## src/rtl/spi_dbuf_pkg.sv

```systemverilog
`timescale 1ns/1ps
package spi_dbuf_pkg;
  localparam int unsigned BYTE_W = 8;

  typedef enum logic [1:0] {
    A_CTRL = 2'd0,
    A_STAT = 2'd1,
    A_DATA = 2'd2,
    A_NONE = 2'd3
  } reg_addr_e;

  typedef struct packed {
    logic txie;
    logic ssoe;
    logic mfen;
    logic mstr;
  } ctrl_t;

  localparam int unsigned CTRL_W = $bits(ctrl_t);

  function automatic logic [BYTE_W-1:0] pack_status(logic rxf, logic tef, logic modf);
    logic [BYTE_W-1:0] s;
    s = '0;
    s[7] = rxf;
    s[5] = tef;
    s[4] = modf;
    return s;
  endfunction

  function automatic logic fault_watch(ctrl_t c);
    return c.mstr & c.mfen & ~c.ssoe;
  endfunction
endpackage

```

## src/rtl/spi_dbuf_sync.sv

```systemverilog
`timescale 1ns/1ps
module spi_dbuf_sync #(
  parameter int unsigned W = 3,
  parameter int unsigned STAGES = 2,
  parameter logic [W-1:0] RST_VAL = '0
) (
  input  logic         clk,
  input  logic         rst_n,
  input  logic [W-1:0] d,
  output logic [W-1:0] q
);
  logic [STAGES-1:0][W-1:0] stg;

  always_ff @(posedge clk or negedge rst_n) begin
    if (!rst_n) begin
      for (int i = 0; i < int'(STAGES); i++) stg[i] <= RST_VAL;
    end else begin
      stg[0] <= d;
      for (int i = 1; i < int'(STAGES); i++) stg[i] <= stg[i-1];
    end
  end

  assign q = stg[STAGES-1];
endmodule

```

## src/rtl/spi_dbuf_shifter.sv

```systemverilog
`timescale 1ns/1ps
module spi_dbuf_shifter
  import spi_dbuf_pkg::*;
#(
  parameter int unsigned HALF_DIV = 4
) (
  input  logic              clk,
  input  logic              rst_n,
  input  logic              master,
  input  logic              load,
  input  logic [BYTE_W-1:0] load_byte,
  input  logic              sdi_raw,
  input  logic              s_sck,
  input  logic              s_ss_n,
  input  logic              s_sdi,
  output logic              sck_out,
  output logic              sdo,
  output logic              ready,
  output logic              done,
  output logic [BYTE_W-1:0] rx_byte
);
  localparam int unsigned CW = (HALF_DIV > 1) ? $clog2(HALF_DIV) : 1;
  localparam int unsigned BW = $clog2(BYTE_W);
  localparam logic [CW-1:0] PH_LAST = CW'(HALF_DIV - 1);
  localparam logic [BW-1:0] BIT_LAST = BW'(BYTE_W - 1);

  logic              busy, hi, s_loaded, s_sck_q;
  logic [CW-1:0]     ph;
  logic [BW-1:0]     bitcnt;
  logic [BYTE_W-1:0] tx_sh, rx_sh;

  // named internal events
  logic m_tick, m_done, s_rise, s_fall, s_done;
  assign m_tick = busy && (ph == PH_LAST);
  assign m_done = master && m_tick && hi && (bitcnt == BIT_LAST);
  assign s_rise = !master && !s_ss_n && s_sck && !s_sck_q;
  assign s_fall = !master && !s_ss_n && !s_sck && s_sck_q;
  assign s_done = s_rise && (bitcnt == BIT_LAST);

  assign done    = m_done | s_done;
  assign ready   = master ? (!busy || m_done) : ((bitcnt == '0) && !s_loaded);
  assign rx_byte = master ? rx_sh : {rx_sh[BYTE_W-2:0], s_sdi};
  assign sck_out = master & hi;
  assign sdo     = tx_sh[BYTE_W-1];

  always_ff @(posedge clk or negedge rst_n) begin
    if (!rst_n) begin
      busy     <= 1'b0;
      hi       <= 1'b0;
      ph       <= '0;
      bitcnt   <= '0;
      tx_sh    <= '0;
      rx_sh    <= '0;
      s_loaded <= 1'b0;
      s_sck_q  <= 1'b0;
    end else begin
      s_sck_q <= s_sck;
      if (master) begin
        s_loaded <= 1'b0;
        if (load) begin
          busy   <= 1'b1;
          hi     <= 1'b0;
          ph     <= '0;
          bitcnt <= '0;
          tx_sh  <= load_byte;
        end else if (busy) begin
          if (m_tick) begin
            ph <= '0;
            if (!hi) begin
              hi    <= 1'b1;
              rx_sh <= {rx_sh[BYTE_W-2:0], sdi_raw};
            end else begin
              hi    <= 1'b0;
              tx_sh <= tx_sh << 1;
              if (bitcnt == BIT_LAST) begin
                busy   <= 1'b0;
                bitcnt <= '0;
              end else begin
                bitcnt <= bitcnt + 1'b1;
              end
            end
          end else begin
            ph <= ph + 1'b1;
          end
        end
      end else begin
        busy <= 1'b0;
        hi   <= 1'b0;
        ph   <= '0;
        if (load) begin
          tx_sh    <= load_byte;
          s_loaded <= 1'b1;
        end
        if (s_ss_n) begin
          bitcnt <= '0;
        end else if (s_rise) begin
          rx_sh <= {rx_sh[BYTE_W-2:0], s_sdi};
          if (s_done) begin
            bitcnt   <= '0;
            s_loaded <= 1'b0;
          end else begin
            bitcnt <= bitcnt + 1'b1;
          end
        end else if (s_fall && (bitcnt != '0)) begin
          tx_sh <= tx_sh << 1;
        end
      end
    end
  end

  // serial clock stays low whenever no master byte is in flight
  p_sck_idle_r2: assert property (@(posedge clk) disable iff (!rst_n)
    (!busy) |-> !sck_out);

  // a finished master byte leaves the shifter idle unless reloaded
  p_done_idle_r2: assert property (@(posedge clk) disable iff (!rst_n)
    (m_done && !load) |=> !busy);

  // a slave byte boundary returns the bit counter to zero
  p_slave_wrap_r11: assert property (@(posedge clk) disable iff (!rst_n)
    (s_done && !master) |=> (bitcnt == '0));
endmodule

```

## src/rtl/spi_dbuf_flags.sv

```systemverilog
`timescale 1ns/1ps
module spi_dbuf_flags
  import spi_dbuf_pkg::*;
(
  input  logic              clk,
  input  logic              rst_n,
  input  logic              stat_rd,
  input  logic              data_rd,
  input  logic              data_wr,
  input  logic              ctrl_wr,
  input  logic              tx_moved,
  input  logic              rx_done,
  input  logic [BYTE_W-1:0] rx_byte,
  input  logic              fault_det,
  input  logic              txie,
  output logic              tef,
  output logic              rxf,
  output logic              modf,
  output logic [BYTE_W-1:0] rx_q,
  output logic              tx_accept,
  output logic              irq
);
  logic arm_tx, arm_rx, arm_mf;
  logic rx_clr, mf_clr, rx_store;

  assign tx_accept = data_wr && arm_tx;
  assign rx_clr    = data_rd && arm_rx;
  assign mf_clr    = ctrl_wr && arm_mf;
  assign rx_store  = rx_done && (!rxf || rx_clr);
  assign irq       = tef && txie;

  always_ff @(posedge clk or negedge rst_n) begin
    if (!rst_n) begin
      tef    <= 1'b1;
      rxf    <= 1'b0;
      modf   <= 1'b0;
      arm_tx <= 1'b0;
      arm_rx <= 1'b0;
      arm_mf <= 1'b0;
      rx_q   <= '0;
    end else begin
      // transmit-empty and its arm
      if (tx_accept) begin
        tef    <= 1'b0;
        arm_tx <= 1'b0;
      end else begin
        if (tx_moved) tef <= 1'b1;
        if (stat_rd && tef) arm_tx <= 1'b1;
      end
      // receive-full and its arm
      if (rx_store) rx_q <= rx_byte;
      rxf <= (rxf && !rx_clr) || rx_done;
      if (rx_clr) arm_rx <= 1'b0;
      else if (stat_rd && rxf) arm_rx <= 1'b1;
      // mode fault and its arm
      modf <= fault_det || (modf && !mf_clr);
      if (mf_clr || !modf) arm_mf <= 1'b0;
      else if (stat_rd) arm_mf <= 1'b1;
    end
  end

  // an unarmed data write leaves transmit-empty untouched
  p_tx_ignored_r3: assert property (@(posedge clk) disable iff (!rst_n)
    (data_wr && !arm_tx && !tx_moved) |=> (tef == $past(tef)));

  // moving a byte into the shifter frees the buffer
  p_tef_on_move_r4: assert property (@(posedge clk) disable iff (!rst_n)
    tx_moved |=> tef);

  // every completed byte leaves receive-full set
  p_rx_set_r6: assert property (@(posedge clk) disable iff (!rst_n)
    rx_done |=> rxf);

  // an overrun keeps the unread byte
  p_overrun_keep_r7: assert property (@(posedge clk) disable iff (!rst_n)
    (rx_done && rxf && !rx_clr) |=> $stable(rx_q));

  // mode fault only falls through the armed control write
  p_modf_clear_r9: assert property (@(posedge clk) disable iff (!rst_n)
    $fell(modf) |-> $past(ctrl_wr && arm_mf));

  // an accepted write drops the request on the next cycle
  p_irq_drop_r10: assert property (@(posedge clk) disable iff (!rst_n)
    tx_accept |=> !irq);
endmodule

```

## src/rtl/spi_dbuf.sv

```systemverilog
`timescale 1ns/1ps
module spi_dbuf
  import spi_dbuf_pkg::*;
#(
  parameter int unsigned HALF_DIV    = 4,
  parameter int unsigned SYNC_STAGES = 2
) (
  input  logic              clk,
  input  logic              rst_n,
  input  logic [1:0]        bus_addr,
  input  logic              bus_wr,
  input  logic              bus_rd,
  input  logic [BYTE_W-1:0] bus_wdata,
  output logic [BYTE_W-1:0] bus_rdata,
  output logic              irq,
  output logic              sck_out,
  input  logic              sck_in,
  output logic              sdo,
  input  logic              sdi,
  input  logic              ss_n_in
);
  localparam int unsigned SYNC_W = 3;
  localparam logic [SYNC_W-1:0] SYNC_RST = 3'b010; // {sck, ss_n, sdi}

  ctrl_t             ctrl;
  logic [BYTE_W-1:0] tbuf, rx_q, rx_byte;
  logic              tbuf_full;
  logic              tef, rxf, modf, tx_accept;
  logic              sh_ready, sh_done, tx_moved, fault_det;
  logic [SYNC_W-1:0] sync_q;
  logic              s_sck, s_ss_n, s_sdi;
  reg_addr_e         addr;

  assign addr = reg_addr_e'(bus_addr);

  logic stat_rd, data_rd, data_wr, ctrl_wr;
  assign stat_rd = bus_rd && (addr == A_STAT);
  assign data_rd = bus_rd && (addr == A_DATA);
  assign data_wr = bus_wr && (addr == A_DATA);
  assign ctrl_wr = bus_wr && (addr == A_CTRL);

  spi_dbuf_sync #(.W(SYNC_W), .STAGES(SYNC_STAGES), .RST_VAL(SYNC_RST)) u_sync (
    .clk  (clk),
    .rst_n(rst_n),
    .d    ({sck_in, ss_n_in, sdi}),
    .q    (sync_q)
  );
  assign {s_sck, s_ss_n, s_sdi} = sync_q;

  assign fault_det = fault_watch(ctrl) && !s_ss_n;
  assign tx_moved  = tbuf_full && sh_ready;

  always_ff @(posedge clk or negedge rst_n) begin
    if (!rst_n) begin
      ctrl      <= '0;
      tbuf      <= '0;
      tbuf_full <= 1'b0;
    end else begin
      if (ctrl_wr) ctrl <= ctrl_t'(bus_wdata[CTRL_W-1:0]);
      if (tx_accept) begin
        tbuf      <= bus_wdata;
        tbuf_full <= 1'b1;
      end else if (tx_moved) begin
        tbuf_full <= 1'b0;
      end
    end
  end

  spi_dbuf_shifter #(.HALF_DIV(HALF_DIV)) u_shift (
    .clk      (clk),
    .rst_n    (rst_n),
    .master   (ctrl.mstr),
    .load     (tx_moved),
    .load_byte(tbuf),
    .sdi_raw  (sdi),
    .s_sck    (s_sck),
    .s_ss_n   (s_ss_n),
    .s_sdi    (s_sdi),
    .sck_out  (sck_out),
    .sdo      (sdo),
    .ready    (sh_ready),
    .done     (sh_done),
    .rx_byte  (rx_byte)
  );

  spi_dbuf_flags u_flags (
    .clk      (clk),
    .rst_n    (rst_n),
    .stat_rd  (stat_rd),
    .data_rd  (data_rd),
    .data_wr  (data_wr),
    .ctrl_wr  (ctrl_wr),
    .tx_moved (tx_moved),
    .rx_done  (sh_done),
    .rx_byte  (rx_byte),
    .fault_det(fault_det),
    .txie     (ctrl.txie),
    .tef      (tef),
    .rxf      (rxf),
    .modf     (modf),
    .rx_q     (rx_q),
    .tx_accept(tx_accept),
    .irq      (irq)
  );

  always_comb begin
    bus_rdata = '0;
    unique case (addr)
      A_CTRL: bus_rdata = BYTE_W'(ctrl);
      A_STAT: bus_rdata = pack_status(rxf, tef, modf);
      A_DATA: bus_rdata = rx_q;
      A_NONE: bus_rdata = '0;
    endcase
  end

  // transmit-empty and the buffer occupancy never disagree
  p_tef_vs_buf_r5: assert property (@(posedge clk) disable iff (!rst_n)
    tef != tbuf_full);

  // an accepted write always fills the buffer
  p_accept_fills_r3: assert property (@(posedge clk) disable iff (!rst_n)
    (tx_accept && !sh_ready) |=> tbuf_full);

  // mode fault rises only under the watching configuration
  p_modf_gate_r8: assert property (@(posedge clk) disable iff (!rst_n)
    $rose(modf) |-> $past(fault_watch(ctrl)));
endmodule

```

## config.mk

```make
export PLATFORM = sky130hd
export DESIGN_NAME = spi_dbuf
export DESIGN_NICKNAME = d
export VERILOG_FILES = /design/src/rtl/spi_dbuf_pkg.sv /design/src/rtl/spi_dbuf_sync.sv /design/src/rtl/spi_dbuf_shifter.sv /design/src/rtl/spi_dbuf_flags.sv /design/src/rtl/spi_dbuf.sv
export SDC_FILE = /design/constraint.sdc
export NUM_CORES = 1
export LEC_CHECK = 0
export BUFFER_PORTS_ARGS = -buffer_cell sky130_fd_sc_hd__buf_2
export CORE_AREA = 3 3 75 77
export CTS_CLUSTER_DIAMETER = 120
export DETAILED_ROUTE_END_ITERATION = 16
export DIE_AREA = 0 0 78 80
export HOLD_SLACK_MARGIN = 0.03
export PLACE_DENSITY = 0.87
export SLEW_MARGIN = 25
export SYNTH_ARGS = -nofsm -noshare
export SYNTH_HDL_FRONTEND = slang
export SYNTH_SLANG_ARGS = --single-unit
```

## constraint.sdc

```tcl
create_clock -name clk -period 5.87 [get_ports clk]
set_clock_uncertainty 0.15 [all_clocks]
set_input_delay 0.587 -clock clk [delete_from_list [all_inputs] [get_ports clk]]
set_output_delay 0.587 -clock clk [all_outputs]
set_load 0.02 [all_outputs]
```

==> impl_metrics.tcl <==
set metrics [dict create \
    cp_max_fo 19 \
    ys_top_cells_by_area "dfrtp_1 47%, mux2i_1 4.5%, mux2_2 4.2%" \
    antenna_left 0 \
    clkSinkCount 58 \
    cts_tree "built" \
    cts.clk_slew.worst_paths_ps 70 \
    end_kind "output pin" \
    cts_buffers 9 \
    synth-async-reset-ratio_pct 100.0 \
    hold_path_depth 0 \
    clock_power_share_pct 28.9 \
    cp_data_arrival_time_ps 1720 \
    clock_path_buffers 2 \
    cts_setup_buffers 0 \
    fillers 400 \
    leakage_nw 1.502 \
    fin_crit_sh_pct 41.93 \
    io_pins 28 \
    gr-total-overflow 0 \
    synth_most_common_cell "dfrtp_1" \
    status "finished clean" \
    rsz0062_at_grt "false" \
    die_w_um 78 \
    hpwl_um 4161 \
    wl_per_cell_um 16.31 \
    synth_area_um2 2918 \
    grt_pass1_vias 2150 \
    finalMaxSlewViolations 0 \
    multi_input_area_um2 1340 \
    ys_ff_latch 58 \
    switching_share_pct 32.35 \
    dr.pass1.iters 4 \
    cts-root-buf "clkbuf_8" \
    grt_usage_pct 21.31 \
    synth_edf_count 0 \
    hold_path_class "reg2reg" \
    avgSynthCellArea_um2 10.61 \
    setup-tns-final_ps 0 \
    die_h_um 80 \
    netlist.area_leader.share_pct 47.17 \
    yosys.area.top_type "dfrtp_1" \
    drive_above_1_share_pct 22.73 \
    grt_pass1_wl_um 10230 \
    grt_max_degree 59 \
    diodes 0 \
    path_class "reg2out" \
    drc_errors 0 \
    met3_usage_pct 5.530 \
    gp_congestion 0.8637 \
    p_per_area_nw_per_um2 400.4 \
    pwr-share-seq_pct 46.5 \
    drt_iter0_drc 256 \
    switching_power_mw 0.4251 \
    maxCapViolations 0 \
    syn_to_final_growth_pct 12.48 \
    busiest_layer "met2" \
    antenna_found_initial 0 \
    syn_nets 296 \
    internal_power_mw 0.8890 \
    hold_buffers 0 \
    synth_cells 275 \
    worstMarginPinSlew_ps 725.3 \
    floorplan.rows 26 \
    wl_um 6164 \
    whs_ps 201.7 \
    start_kind "flip-flop" \
    final_nets 324 \
    max_slew_margin_pct 51.65 \
    clock.fmax_ghz 0.4063 \
    vdd_drop_max_uv 225.4 \
    rr_worst_depth 7 \
    finalHoldViolations 0 \
    clk_latency_ps 330 \
    p_comb_share_pct 24.6 \
    seqCellArea_um2 1455 \
    cts_max_level 3 \
    portBuffers 27 \
    via_count 2191 \
    grt_use_met2_pct 36.73 \
    fin_crit_ps 2461 \
    setup_violations 0 \
    ys_seq_area_share_pct 49.87 \
    viasPerCell 5.796 \
    post_cts_resized 0 \
    grt_use_met1_pct 26.13 \
    yosysUniqueCellTypes 49 \
    coreArea_um2 5075 \
    dieArea_um2 6240 \
    ys.flop_type "dfrtp_1" \
    yosys_warnings 0 \
    crit_required_ps 5130 \
    start_util_pct 57.50 \
    synth_common_cells "55 x dfrtp_1, 29 x nor2_1, 28 x nand2_1" \
]
==> power groups by stage <==
stage               clock network [mW]  registers (mW)  logic, mW
CTS                              0.388           0.608      0.324
global route                     0.405           0.625      0.360
floorplan                            0           0.582      0.257
global placement                     0           0.609      0.305
detailed placement                   0           0.613      0.317
finish                           0.380           0.611      0.323
==> per-layer routing <==
| metal | share of wire, % | vias up |
|---|---|---|
| li1 | - | 1043 |
| met1 | 41 | 1075 |
| met2 | 52 | 66 |
| met3 | 5.3 | 7 |
| met4 | 1.1 | 0 |
| met5 | 0 | - |
==> logic make-up after synthesis <==
kind of cell,after synthesis,synth area share (%)
AOI/OAI and AO/OA,70,16.77
adders and majority gates,4,1.715
buffers and inverters,23,4.202
DFF,58,49.87
muxes,32,11.92
and+or+nand+nor,88,15.52
==> through the flow <==
stage / total power, mW / area (um2) / cells / utilization [%] / worst slack [ps]
finish: 1.314 / 3282 / 378 / 64.67 / 3409
detailed placement: 0.9307 / 3074 / 362 / 60.58 / 3609
global route: 1.390 / 3282 / 378 / 64.67 / 3296
global placement: 0.9144 / 3074 / 362 / 60.58 / 3707
CTS: 1.319 / 3282 / 378 / 64.67 / 3398
floorplan: 0.8389 / 2918 / 275 / - / 3730
==> cells in the final DEF, fill, tap and decap left out, types with 4 or more instances in the layout <==
master	count
and2_1	4
buf_2	27
a31oi_1	5
clkbuf_8	12
a211oi_1	5
inv_1	10
ha_1	4
mux2_2	11
o21ai_1	6
a211o_1	5
a221oi_1	4
a21oi_1	23
mux2_1	7
nand2_1	28
mux2i_1	13
a22o_1	6
dfrtp_1	55
nor2_1	29
nand3_1	5
nor2b_1	4
==> registers in the layout, summed over array words and instances, names as in the netlist, 2 cells and up <==
register / count
u_shift.rx_sh: 8
tbuf: 8
u_shift.tx_sh: 8
u_flags.rx_q: 8
u_sync.stg: 3
u_sync.q: 3
u_shift.ph: 2
u_shift.bitcnt: 3
ctrl: 4
==> final timing paths <==
kind                              startpoint                end  slack [ps]
setup / recovery                     ctrl[0]       bus_rdata[0]        3410
hold / removal                 u_sync.stg[2]        u_sync.q[2]         200
setup reg to reg           u_shift.bitcnt[0]   u_shift.tx_sh[1]        3540
hold reg to reg                u_sync.stg[2]        u_sync.q[2]         200
max in group asynchronous              rst_n            tbuf[5]        4840
min in group asynchronous              rst_n  u_shift.bitcnt[2]         240
==> layout make-up <==
cell class                      instances  area share, %
Clock buffer                           14          5.261
Clock inverter                          2          1.067
Inverter                               11          1.258
Multi-Input combinational cell        194          40.83
Sequential cell                        58          44.34
Tap cell                               70          2.669
Timing Repair Buffer                   29          4.575
==> critical path, stage by stage, from the launching register on <==
cell and delay, ps:
dfrtp_1 630, buf_4 380, mux2i_1 120, nor2_1 90
buf_2 160
(Power assumes the default switching activity.)
